`src/rtl/vmes_pkg.sv`:
```
package vmes_pkg;
    localparam int ADDR_W = 31;
    localparam int AM_W   = 6;
    localparam int DATA_W = 32;
    localparam int NLANE  = DATA_W / 8;

    typedef enum logic [2:0] {
        ST_IDLE,
        ST_DECODE,
        ST_STROBE,
        ST_REQ,
        ST_ACK,
        ST_DRAIN
    } st_e;
endpackage

```
`src/rtl/vmes_sync.sv`:
```
module vmes_sync #(
    parameter int             W    = 4,
    parameter logic [W-1:0]   INIT = '1
) (
    input  logic         clk,
    input  logic         rst_n,
    input  logic [W-1:0] d,
    output logic [W-1:0] q
);
    // Two-stage synchronizer, one chain per bit.
    for (genvar i = 0; i < W; i++) begin : g_bit
        logic [1:0] sh_q;
        logic [1:0] sh_d;
        always_comb sh_d = {sh_q[0], d[i]};
        always_ff @(posedge clk or negedge rst_n) begin
            if (!rst_n) sh_q <= {2{INIT[i]}};
            else        sh_q <= sh_d;
        end
        assign q[i] = sh_q[1];
    end
endmodule

```
`src/rtl/vmes_capture.sv`:
```
module vmes_capture
    import vmes_pkg::*;
(
    input  logic              clk,
    input  logic              rst_n,
    input  logic              load,
    input  logic [ADDR_W-1:0] addr_in,
    input  logic [AM_W-1:0]   am_in,
    input  logic              wr_n_in,
    input  logic              lw_n_in,
    output logic [ADDR_W-1:0] addr_o,
    output logic [AM_W-1:0]   am_o,
    output logic              wr_n_o,
    output logic              lw_n_o
);
    typedef struct packed {
        logic [ADDR_W-1:0] addr;
        logic [AM_W-1:0]   am;
        logic              wr_n;
        logic              lw_n;
    } cap_t;

    cap_t c_d, c_q;

    always_comb begin
        c_d = c_q;
        if (load) begin
            c_d.addr = addr_in;
            c_d.am   = am_in;
            c_d.wr_n = wr_n_in;
            c_d.lw_n = lw_n_in;
        end
    end

    always_ff @(posedge clk or negedge rst_n) begin
        if (!rst_n) begin
            c_q.addr <= '0;
            c_q.am   <= '0;
            c_q.wr_n <= 1'b1;
            c_q.lw_n <= 1'b1;
        end else begin
            c_q <= c_d;
        end
    end

    assign addr_o = c_q.addr;
    assign am_o   = c_q.am;
    assign wr_n_o = c_q.wr_n;
    assign lw_n_o = c_q.lw_n;
endmodule

```
`src/rtl/vmes_lanes.sv`:
```
module vmes_lanes
    import vmes_pkg::*;
(
    input  logic             ds0_n,
    input  logic             ds1_n,
    input  logic             lw_n,
    input  logic             a1,
    output logic [NLANE-1:0] be,
    output logic             ok
);
    // Supported strobe sets; everything else is refused.
    always_comb begin
        be = '0;
        ok = 1'b0;
        unique case ({lw_n, ds1_n, ds0_n})
            3'b110: begin be = NLANE'(4'b0001); ok = 1'b1; end
            3'b101: begin be = NLANE'(4'b0010); ok = 1'b1; end
            3'b100: begin be = NLANE'(4'b0011); ok = 1'b1; end
            3'b000: begin
                if (!a1) begin
                    be = '1;
                    ok = 1'b1;
                end
            end
            default: begin
                be = '0;
                ok = 1'b0;
            end
        endcase
    end
endmodule

```
`src/rtl/vme_slave_ctrl.sv`:
```
module vme_slave_ctrl
    import vmes_pkg::*;
#(
    parameter int CLK_PERIOD_NS = 10,
    parameter int DEC_WIN_NS    = 50
) (
    input  logic              clk,
    input  logic              rst_n,
    input  logic [ADDR_W-1:0] bus_addr,
    input  logic [AM_W-1:0]   bus_am,
    input  logic [DATA_W-1:0] bus_wdata,
    output logic [DATA_W-1:0] bus_rdata,
    input  logic              bus_as_n,
    input  logic              bus_ds0_n,
    input  logic              bus_ds1_n,
    input  logic              bus_lword_n,
    input  logic              bus_write_n,
    input  logic              bus_berr_n,
    output logic              bus_dtack_n,
    output logic              xcvr_ext_oe_n,
    output logic              xcvr_int_oe_n,
    output logic              xcvr_to_bus,
    output logic [ADDR_W-1:0] dec_addr,
    output logic [AM_W-1:0]   dec_am,
    input  logic              dec_hit,
    output logic              usr_req,
    input  logic              usr_rdy,
    output logic [ADDR_W-1:0] usr_addr,
    output logic [AM_W-1:0]   usr_am,
    output logic [DATA_W-1:0] usr_wdata,
    input  logic [DATA_W-1:0] usr_rdata,
    output logic              usr_rd_wr_n,
    output logic [NLANE-1:0]  usr_be
);
    localparam int DEC_RAW = (DEC_WIN_NS + CLK_PERIOD_NS - 1) / CLK_PERIOD_NS;
    localparam int DEC_CYC = (DEC_RAW < 1) ? 1 : DEC_RAW;
    localparam int CNT_W   = $clog2(DEC_CYC + 1);

    typedef struct packed {
        st_e               state;
        logic [CNT_W-1:0]  cnt;
        logic              as_prev;
        logic [1:0]        ds_prev;
        logic              req;
        logic              dtack_n;
        logic              oe_n;
        logic              to_bus;
        logic              rd_wr_n;
        logic [NLANE-1:0]  be;
        logic [DATA_W-1:0] wdata;
        logic [DATA_W-1:0] rdata;
    } ctl_t;

    ctl_t r_d, r_q;

    // Synchronized strobes: [0] AS, [1] DS0, [2] DS1, [3] BERR (all active low)
    logic [3:0] sync_q;
    logic       as_s;
    logic [1:0] ds_s;
    logic       berr_sn;

    vmes_sync #(.W(4), .INIT(4'hF)) u_sync (
        .clk   (clk),
        .rst_n (rst_n),
        .d     ({bus_berr_n, bus_ds1_n, bus_ds0_n, bus_as_n}),
        .q     (sync_q)
    );

    assign as_s    = sync_q[0];
    assign ds_s    = sync_q[2:1];
    assign berr_sn = sync_q[3];

    logic              cap_load;
    logic [ADDR_W-1:0] cap_addr;
    logic [AM_W-1:0]   cap_am;
    logic              cap_wr_n;
    logic              cap_lw_n;

    vmes_capture u_cap (
        .clk     (clk),
        .rst_n   (rst_n),
        .load    (cap_load),
        .addr_in (bus_addr),
        .am_in   (bus_am),
        .wr_n_in (bus_write_n),
        .lw_n_in (bus_lword_n),
        .addr_o  (cap_addr),
        .am_o    (cap_am),
        .wr_n_o  (cap_wr_n),
        .lw_n_o  (cap_lw_n)
    );

    logic [NLANE-1:0] lane_be;
    logic             lane_ok;

    vmes_lanes u_lanes (
        .ds0_n (ds_s[0]),
        .ds1_n (ds_s[1]),
        .lw_n  (cap_lw_n),
        .a1    (cap_addr[0]),
        .be    (lane_be),
        .ok    (lane_ok)
    );

    always_comb begin
        r_d         = r_q;
        cap_load    = 1'b0;
        r_d.as_prev = as_s;
        r_d.ds_prev = ds_s;
        unique case (r_q.state)
            ST_IDLE: begin
                if (r_q.as_prev && !as_s) begin
                    cap_load  = 1'b1;
                    r_d.cnt   = '0;
                    r_d.state = ST_DECODE;
                end
            end
            ST_DECODE: begin
                if (as_s) begin
                    r_d.state = ST_IDLE;
                end else if (r_q.cnt == CNT_W'(DEC_CYC - 1)) begin
                    r_d.state = dec_hit ? ST_STROBE : ST_DRAIN;
                end else begin
                    r_d.cnt = r_q.cnt + 1'b1;
                end
            end
            ST_STROBE: begin
                if (as_s) begin
                    r_d.state = ST_IDLE;
                end else if (ds_s != 2'b11 && ds_s == r_q.ds_prev) begin
                    if (lane_ok) begin
                        r_d.state   = ST_REQ;
                        r_d.req     = 1'b1;
                        r_d.be      = lane_be;
                        r_d.rd_wr_n = cap_wr_n;
                        r_d.wdata   = cap_wr_n ? '0 : bus_wdata;
                        r_d.oe_n    = 1'b0;
                        r_d.to_bus  = cap_wr_n;
                    end else begin
                        r_d.state = ST_DRAIN;
                    end
                end
            end
            ST_REQ: begin
                if (!berr_sn) begin
                    r_d.state   = ST_DRAIN;
                    r_d.req     = 1'b0;
                    r_d.be      = '0;
                    r_d.wdata   = '0;
                    r_d.rd_wr_n = 1'b1;
                    r_d.oe_n    = 1'b1;
                    r_d.to_bus  = 1'b0;
                end else if (usr_rdy) begin
                    r_d.state   = ST_ACK;
                    r_d.req     = 1'b0;
                    r_d.be      = '0;
                    r_d.wdata   = '0;
                    r_d.rd_wr_n = 1'b1;
                    r_d.dtack_n = 1'b0;
                    r_d.rdata   = cap_wr_n ? usr_rdata : '0;
                end
            end
            ST_ACK: begin
                if (as_s) begin
                    r_d.state   = ST_IDLE;
                    r_d.dtack_n = 1'b1;
                    r_d.oe_n    = 1'b1;
                    r_d.to_bus  = 1'b0;
                    r_d.rdata   = '0;
                end
            end
            ST_DRAIN: begin
                if (as_s) r_d.state = ST_IDLE;
            end
            default: r_d.state = ST_IDLE;
        endcase
    end

    always_ff @(posedge clk or negedge rst_n) begin
        if (!rst_n) begin
            r_q.state   <= ST_IDLE;
            r_q.cnt     <= '0;
            r_q.as_prev <= 1'b1;
            r_q.ds_prev <= 2'b11;
            r_q.req     <= 1'b0;
            r_q.dtack_n <= 1'b1;
            r_q.oe_n    <= 1'b1;
            r_q.to_bus  <= 1'b0;
            r_q.rd_wr_n <= 1'b1;
            r_q.be      <= '0;
            r_q.wdata   <= '0;
            r_q.rdata   <= '0;
        end else begin
            r_q <= r_d;
        end
    end

    assign bus_rdata     = r_q.rdata;
    assign bus_dtack_n   = r_q.dtack_n;
    assign xcvr_ext_oe_n = r_q.oe_n;
    assign xcvr_int_oe_n = r_q.oe_n;
    assign xcvr_to_bus   = r_q.to_bus;
    assign dec_addr      = cap_addr;
    assign dec_am        = cap_am;
    assign usr_addr      = cap_addr;
    assign usr_am        = cap_am;
    assign usr_req       = r_q.req;
    assign usr_wdata     = r_q.wdata;
    assign usr_rd_wr_n   = r_q.rd_wr_n;
    assign usr_be        = r_q.be;

    // Assertion support: cycles elapsed since the last capture, saturating.
    logic [CNT_W:0] since_cap_q;
    always_ff @(posedge clk or negedge rst_n) begin
        if (!rst_n)                since_cap_q <= '1;
        else if (cap_load)         since_cap_q <= '0;
        else if (since_cap_q != '1) since_cap_q <= since_cap_q + 1'b1;
    end

    p_capture_r1: assert property (@(posedge clk) disable iff (!rst_n)
        (r_q.state == ST_IDLE && r_q.as_prev && !as_s)
        |=> (dec_addr == $past(bus_addr) && dec_am == $past(bus_am)));

    p_window_r2: assert property (@(posedge clk) disable iff (!rst_n)
        $rose(usr_req) |-> (since_cap_q >= (CNT_W+1)'(DEC_CYC + 1)));

    p_req_hold_r4: assert property (@(posedge clk) disable iff (!rst_n)
        ($past(usr_req) && !$past(usr_rdy) && $past(berr_sn)) |-> usr_req);

    p_dtack_after_rdy_r5: assert property (@(posedge clk) disable iff (!rst_n)
        $fell(bus_dtack_n) |-> ($past(usr_req) && $past(usr_rdy)));

    p_dtack_hold_r6: assert property (@(posedge clk) disable iff (!rst_n)
        ($past(!bus_dtack_n) && !$past(as_s)) |-> !bus_dtack_n);

    p_drive_dir_r8: assert property (@(posedge clk) disable iff (!rst_n)
        xcvr_to_bus |-> (!xcvr_ext_oe_n && !xcvr_int_oe_n && usr_rd_wr_n));

    p_release_r9: assert property (@(posedge clk) disable iff (!rst_n)
        ($past(!bus_dtack_n) && $past(as_s))
        |-> (bus_dtack_n && xcvr_ext_oe_n && !xcvr_to_bus));

    p_berr_drop_r11: assert property (@(posedge clk) disable iff (!rst_n)
        ($past(usr_req) && !$past(berr_sn)) |-> (!usr_req && bus_dtack_n));
endmodule

```
`config.mk`:
```
export PLATFORM = sky130hd
export DESIGN_NAME = vme_slave_ctrl
export DESIGN_NICKNAME = d
export VERILOG_FILES = /design/src/rtl/vmes_pkg.sv /design/src/rtl/vmes_sync.sv /design/src/rtl/vmes_capture.sv /design/src/rtl/vmes_lanes.sv /design/src/rtl/vme_slave_ctrl.sv
export SDC_FILE = /design/constraint.sdc
export NUM_CORES = 1
export LEC_CHECK = 0
export BUFFER_PORTS_ARGS = -buffer_cell sky130_fd_sc_hd__buf_4
export CAP_MARGIN = 20
export CORE_ASPECT_RATIO = 0.75
export CORE_MARGIN = 10
export CORE_UTILIZATION = 47
export DETAILED_ROUTE_END_ITERATION = 8
export GPL_TIMING_DRIVEN = 0
export PLACE_DENSITY = 0.9
export SETUP_SLACK_MARGIN = 0.1
export SLEW_MARGIN = 20
export SYNTH_ARGS = -nofsm -noshare
export SYNTH_HDL_FRONTEND = slang
export SYNTH_SLANG_ARGS = --single-unit
```
`constraint.sdc`:
```
create_clock -name clk -period 2.51 [get_ports clk]
set_input_delay 0.251 -clock clk [delete_from_list [all_inputs] [get_ports clk]]
set_output_delay 0.251 -clock clk [all_outputs]
set_load 0.02 [all_outputs]
```
After elaboration in Yosys (flattened, before gate mapping)

Index checks and enable logic that the tools add are counted.

Register bits after elaboration: 129
Bits of input ports: 111
Word-level logic and storage cells: 104

Add/subtract/negate cells: 1
Equality and inequality tests: 25
Multiplexer cells: 42
Reduce and logical (&&, ||, !) cells: 16

Operators with widths:

| cell               | number |
|---|---|
| $mux 32            | 4 |
| $mux 39            | 3 |
| $pmux 37 s2        | 1 |
| $mux 69            | 1 |
| $pmux 32 s2        | 1 |
| $mux 37            | 1 |
| $mux 3             | 12 |
| $eq 3x3->1 const B | 6 |
| $ne 2x2->1 const B | 9 |
| $pmux 4 s4         | 1 |
| $pmux 3 s5         | 1 |
| $reduce_and 5->1   | 2 |
| $mux 1             | 8 |
| $reduce_and 4->1   | 2 |
| $eq 3x2->1 const B | 2 |
| $logic_not 3->1    | 2 |
| $mux 6             | 1 |
| $ne 2x1->1 const B | 3 |
| $ne 3x2->1 const B | 2 |
| $pmux 1 s2         | 3 |
| $pmux 2 s3         | 1 |
| $pmux 3 s2         | 1 |
| $reduce_and 6->1   | 1 |
| $reduce_bool 2->1  | 3 |
| 11 further kinds   | 13 |

Depth between registers and ports, before layout

Word-level depth: 7
Mapped depth: 8

By module

From an unflattened synthesis, not the netlist that was laid out.

Cells, all modules: 447
Area, all modules: 5858.1 sq um

By module, submodules not included:

| module         | times used | cells an instance | area each (sq um) | sequential area each (sq um) |
|---|---|---|---|---|
| vme_slave_ctrl | 1          | 345               | 4073.9            | 2059.5 |
| vmes_capture   | 1          | 82                | 1496.4            | 978.4 |
| vmes_sync      | 1          | 12                | 240.2             | 210.2 |
| vmes_lanes     | 1          | 8                 | 47.5              | 0.0 |

Least setup slack after synthesis

OpenSTA, ideal clock, no wires.

Path type: reg2reg
Start point: register r_q[74] in the netlist's numbering
End point: register r_q (netlist bit usr_wdata[0])
Setup time: 0.121 ns
Data arrival time: 1.732 ns
Data required time: 2.389 ns
Path slack: 0.657 ns
Stages on the path, launching flop included: 8
Path buffers: 2
Period minus slack after synthesis: 1.853 ns
Path through: dfstp_2 -> nor4bb_1 -> and3_1 -> a31oi_1 -> buf_6 -> a21o_1 -> buf_6 -> a22o_1

Cells in the longest elaborated chain, start to end: 4

Ends and longest elaborated chain:

| item                       | RTL line              | source |
|---|---|---|
| from (decl)                | vme_slave_ctrl.sv:54  | `ctl_t r_d, r_q;` |
| from (signal assigned)     | vme_slave_ctrl.sv:194 | `r_q <= r_d;` |
| $eq 2x2->1                 | vme_slave_ctrl.sv:130 | `end else if (ds_s != 2'b11 && ds_s == r_q.ds_prev) begin` |
| $logic_and 1x1->1          | vme_slave_ctrl.sv:130 |  |
| $ne 2x2->1 (no line)       | n/a                   |  |
| $reduce_and 5->1 (no line) | n/a                   |  |

No other way between the ends.
A chain may end at the register's enable or synchronous reset.

Worst setup path in the final report

Start point: register, netlist name u_cap.lw_n_o
End point: register r_q (netlist bit usr_wdata[17])

Cells in the longest elaborated chain, start to end: 5
Elaborated cells between the ends (all ways): 8
Those cells by class: eq/ne (4); mux (1); reduce/logical (3)

Ends and longest elaborated chain:

| item                           | RTL line         | source |
|---|---|---|
| $eq 3x3->1                     | vmes_lanes.sv:15 | `unique case ({lw_n, ds1_n, ds0_n})` |
| $reduce_or 3->1 (no line)      | n/a              |  |
| $pmux 1 s2 (*)                 | vmes_lanes.sv:15 |  |
| $ne 2x2->1 (no line) (*)       | n/a              |  |
| $reduce_and 5->1 (no line) (*) | n/a              |  |

Every way passes the cells marked *; elsewhere a longest branch is shown, timed or not.

==> out/summary.txt <==
# fillers = 821
most frequent cells in the layout = buf_4, dfrtp_1, a22o_1
fin. max-slew vios = 0
CTS root buf = clkbuf_16
Skew-Pair Late Insertion Delay = 410 ps
total die area = 17050 sq um
Hold Violations, Final = 0
Total Power = 11.28 mW
final core occ = 0.7327
fin crit share = 0.8587
syn_area_per_cell = 12.51 sq um
#FFs+latches synth = 128
Initial Util = 0.4880
top cells by area, synth = dfrtp_1, buf_4, a22o_1, mux2_2, dfstp_2
# resized after CTS = 0
CTS tree = built
total routed wirelength = 17.60 mm
Die H = 115.6 um
clk sinks = 128
Worst setup SP type = register
commonest non-fill, non-tap cell in the layout = buf_4
pin count of the biggest net entering global routing = 81
first-pass GRT wire length = 27.10 mm
fin crit period = 2155 ps
PwrDens = 1311 nW/um^2
WL per Instance = 19.22 um
CP bufs+invs = 1
clock tree buffer depth = 2
fmax = 463.9 MHz
Syn Nets = 571
CTS Buf Count = 17
Main synth FF type = dfrtp_1
area of the multi-input gates = 1562 sq um
Slowest-stage cell, CP = dfstp_2
Setup TNS Final = 0 ps
leakage power = 4.445 nW
area growth from synthesis to layout = 50.16%
RSZ-0062 raised after global routing = no
Antenna Cells = 0
Final ANT Viol Nets = 0
CP endpoint kind = register
cell taking the most area after synthesis = dfrtp_1
Post-synth EDFFs = 0
via/cell ratio = 4.964
Ports = 259
First-pass DRT Iterations = 4
htree depth = 4
initial antenna violation count = 0
clock transition at the registers of the reported paths = 60 ps
YS warnings = 0
Netlist cell types = 42
via count = 4547
WP data required = 2850 ps
share of flip-flops with an asynchronous set or reset after synthesis = 1.000
CP arrival = 2500 ps
HP Class = in2reg
Routability Congestion = 0.8325
CP Cell Sequence = nor4bb_1 -> and3_1 -> a31oi_1 -> nor3_2 -> buf_2 -> a22o_1
gr usage total = 0.1992
Register Area = 3223 sq um
Top delay family on crit path = simple AND/OR/NAND/NOR gates
outcome = complete, no violations
number of port buffers = 258
Core Box Area = 11740 sq um
GRT Residual Overflow = 0
Syn Inst Count = 458
relative slew slack = 0.5956
peak supply drop = 760.4 uV
Remaining DRCs = 0
CP Max Fanout = 10
share of layout cells above drive strength 1 = 0.6167
area share of the largest cell type after synthesis = 0.4892
max cap viols = 0
vias in the first global route = 4924
die width = 147.5 um
initial DRC count = 287
mapped cell area = 5729 sq um
Seq/Total Area, Yosys = 0.5626
endpoints failing setup = 0
worst slew pin tran = 600.3 ps
HPWL after DPL = 13.55 mm
Setup Crit Path Kind = reg2reg
Final #Nets = 854
Worst path max stage delay = 590 ps
Final Skew = 9.093 ps
Row Count = 34
-- cells by family (layout without fill, tap and decap cells) --
logic type	count (synthesis)	count (layout)	share of synthesized area
buffers and inverters	134	430	0.1649
DFF	128	128	0.5626
AOI/OAI and AO/OA	93	93	0.1319
and+or+nand+nor	57	57	0.05132
muxes	42	42	0.08190
adders and majority gates	2	2	0.004367
xor gates and xnor gates	2	2	0.003058
-- registers in the layout, indices dropped and copies added, names as in the netlist, 3 cells and up --
register / flops
usr_be: 3
u_sync.g_bit.sh_q: 8
usr_wdata: 32
bus_rdata: 32
u_cap.am_o: 6
u_cap.addr_o: 31
r_q: 9
-- synthesized netlist by cell type (3+ instances only) --
master / n
clkbuf_1: 10
buf_6: 4
buf_4: 107
mux2_2: 39
dfrtp_1: 112
a21o_1: 3
nand2b_1: 3
nand3_1: 7
nor3_1: 3
mux2i_1: 3
nor2_1: 13
dfstp_2: 16
or3_1: 3
inv_1: 4
nand2_1: 14
a21oi_1: 8
a22o_1: 64
buf_2: 8
o21ai_0: 5
-- worst register-to-register path: cells and delay by family, from the launching register on --
| kind | cells | cell delay [ps] |
|---|---|---|
| compound gates | 2 | 250 |
| simple gates | 3 | 930 |
| flops | 1 | 590 |
| buf+inv | 1 | 310 |
-- path summary, 6_finish.rpt --
kind / startpoint / endpoint / slack (ps) / cells after the start
setup / recovery: u_cap.lw_n_o$_DFFE_PN1P_ / usr_wdata[17]$_DFFE_PN0P_ / 350 / 6
hold / removal: bus_wdata[25] / usr_wdata[25]$_DFFE_PN0P_ / 50 / 2
setup reg to reg: u_cap.lw_n_o$_DFFE_PN1P_ / usr_wdata[17]$_DFFE_PN0P_ / 350 / 6
hold reg to reg: u_sync.g_bit[0].sh_q[0]$_DFF_PN1_ / u_sync.g_bit[0].sh_q[1]$_DFF_PN1_ / 350 / 0
max in group asynchronous: rst_n / r_q[75]$_DFF_PN1_ / 1380 / 3
min in group asynchronous: rst_n / u_cap.addr_o[7]$_DFFE_PN0P_ / 340 / 2
-- repair_timing --
| item | CTS | global route |
|---|---|---|
| hold buffers | 5 | 0 |
| endpoints found under the hold margin | 51 | 0 |
| buffers inserted | 0 | 0 |
-- stage by stage --
step           cell area [sq um]  setup slack (ps)  hold WS (ps)  std cells
2_1_floorplan               5729             656.7        -44.59        458
3_3_place_gp                7869             416.5         345.8        878
3_5_place_dp                7900             378.5         220.9        879
4_1_cts                     8603             360.4         42.17        916
5_1_grt                     8603             256.6         44.20        916
6_report                    8603             354.6         50.76        916
-- per-layer routing --
layer	vias to the layer above	track usage	routed length (um)
met5	-	0	0
met4	0	0.05599	239
met3	19	0.07791	1512
met2	220	0.3519	9046
met1	2227	0.2212	6806
li1	2081	-	-
-- power breakdown --
part	internal, mW	switching [mW]	total (mW)
combinational	2.71	2.53	5.23
sequential	2.79	0.535	3.32
clock	1.79	0.927	2.72
-- final cells by class --
| type | count | area share |
|---|---|---|
| sequential | 128 | 0.3746 |
| inverter | 5 | 0.002182 |
| clock buffer | 19 | 0.05148 |
| tap | 162 | 0.02356 |
| multi-input combinational | 196 | 0.1815 |
| buffer | 129 | 0.1076 |
| clock inverter | 13 | 0.02443 |
| timing repair buffer | 264 | 0.2346 |
Note: power is estimated with default switching activity, not from simulation.
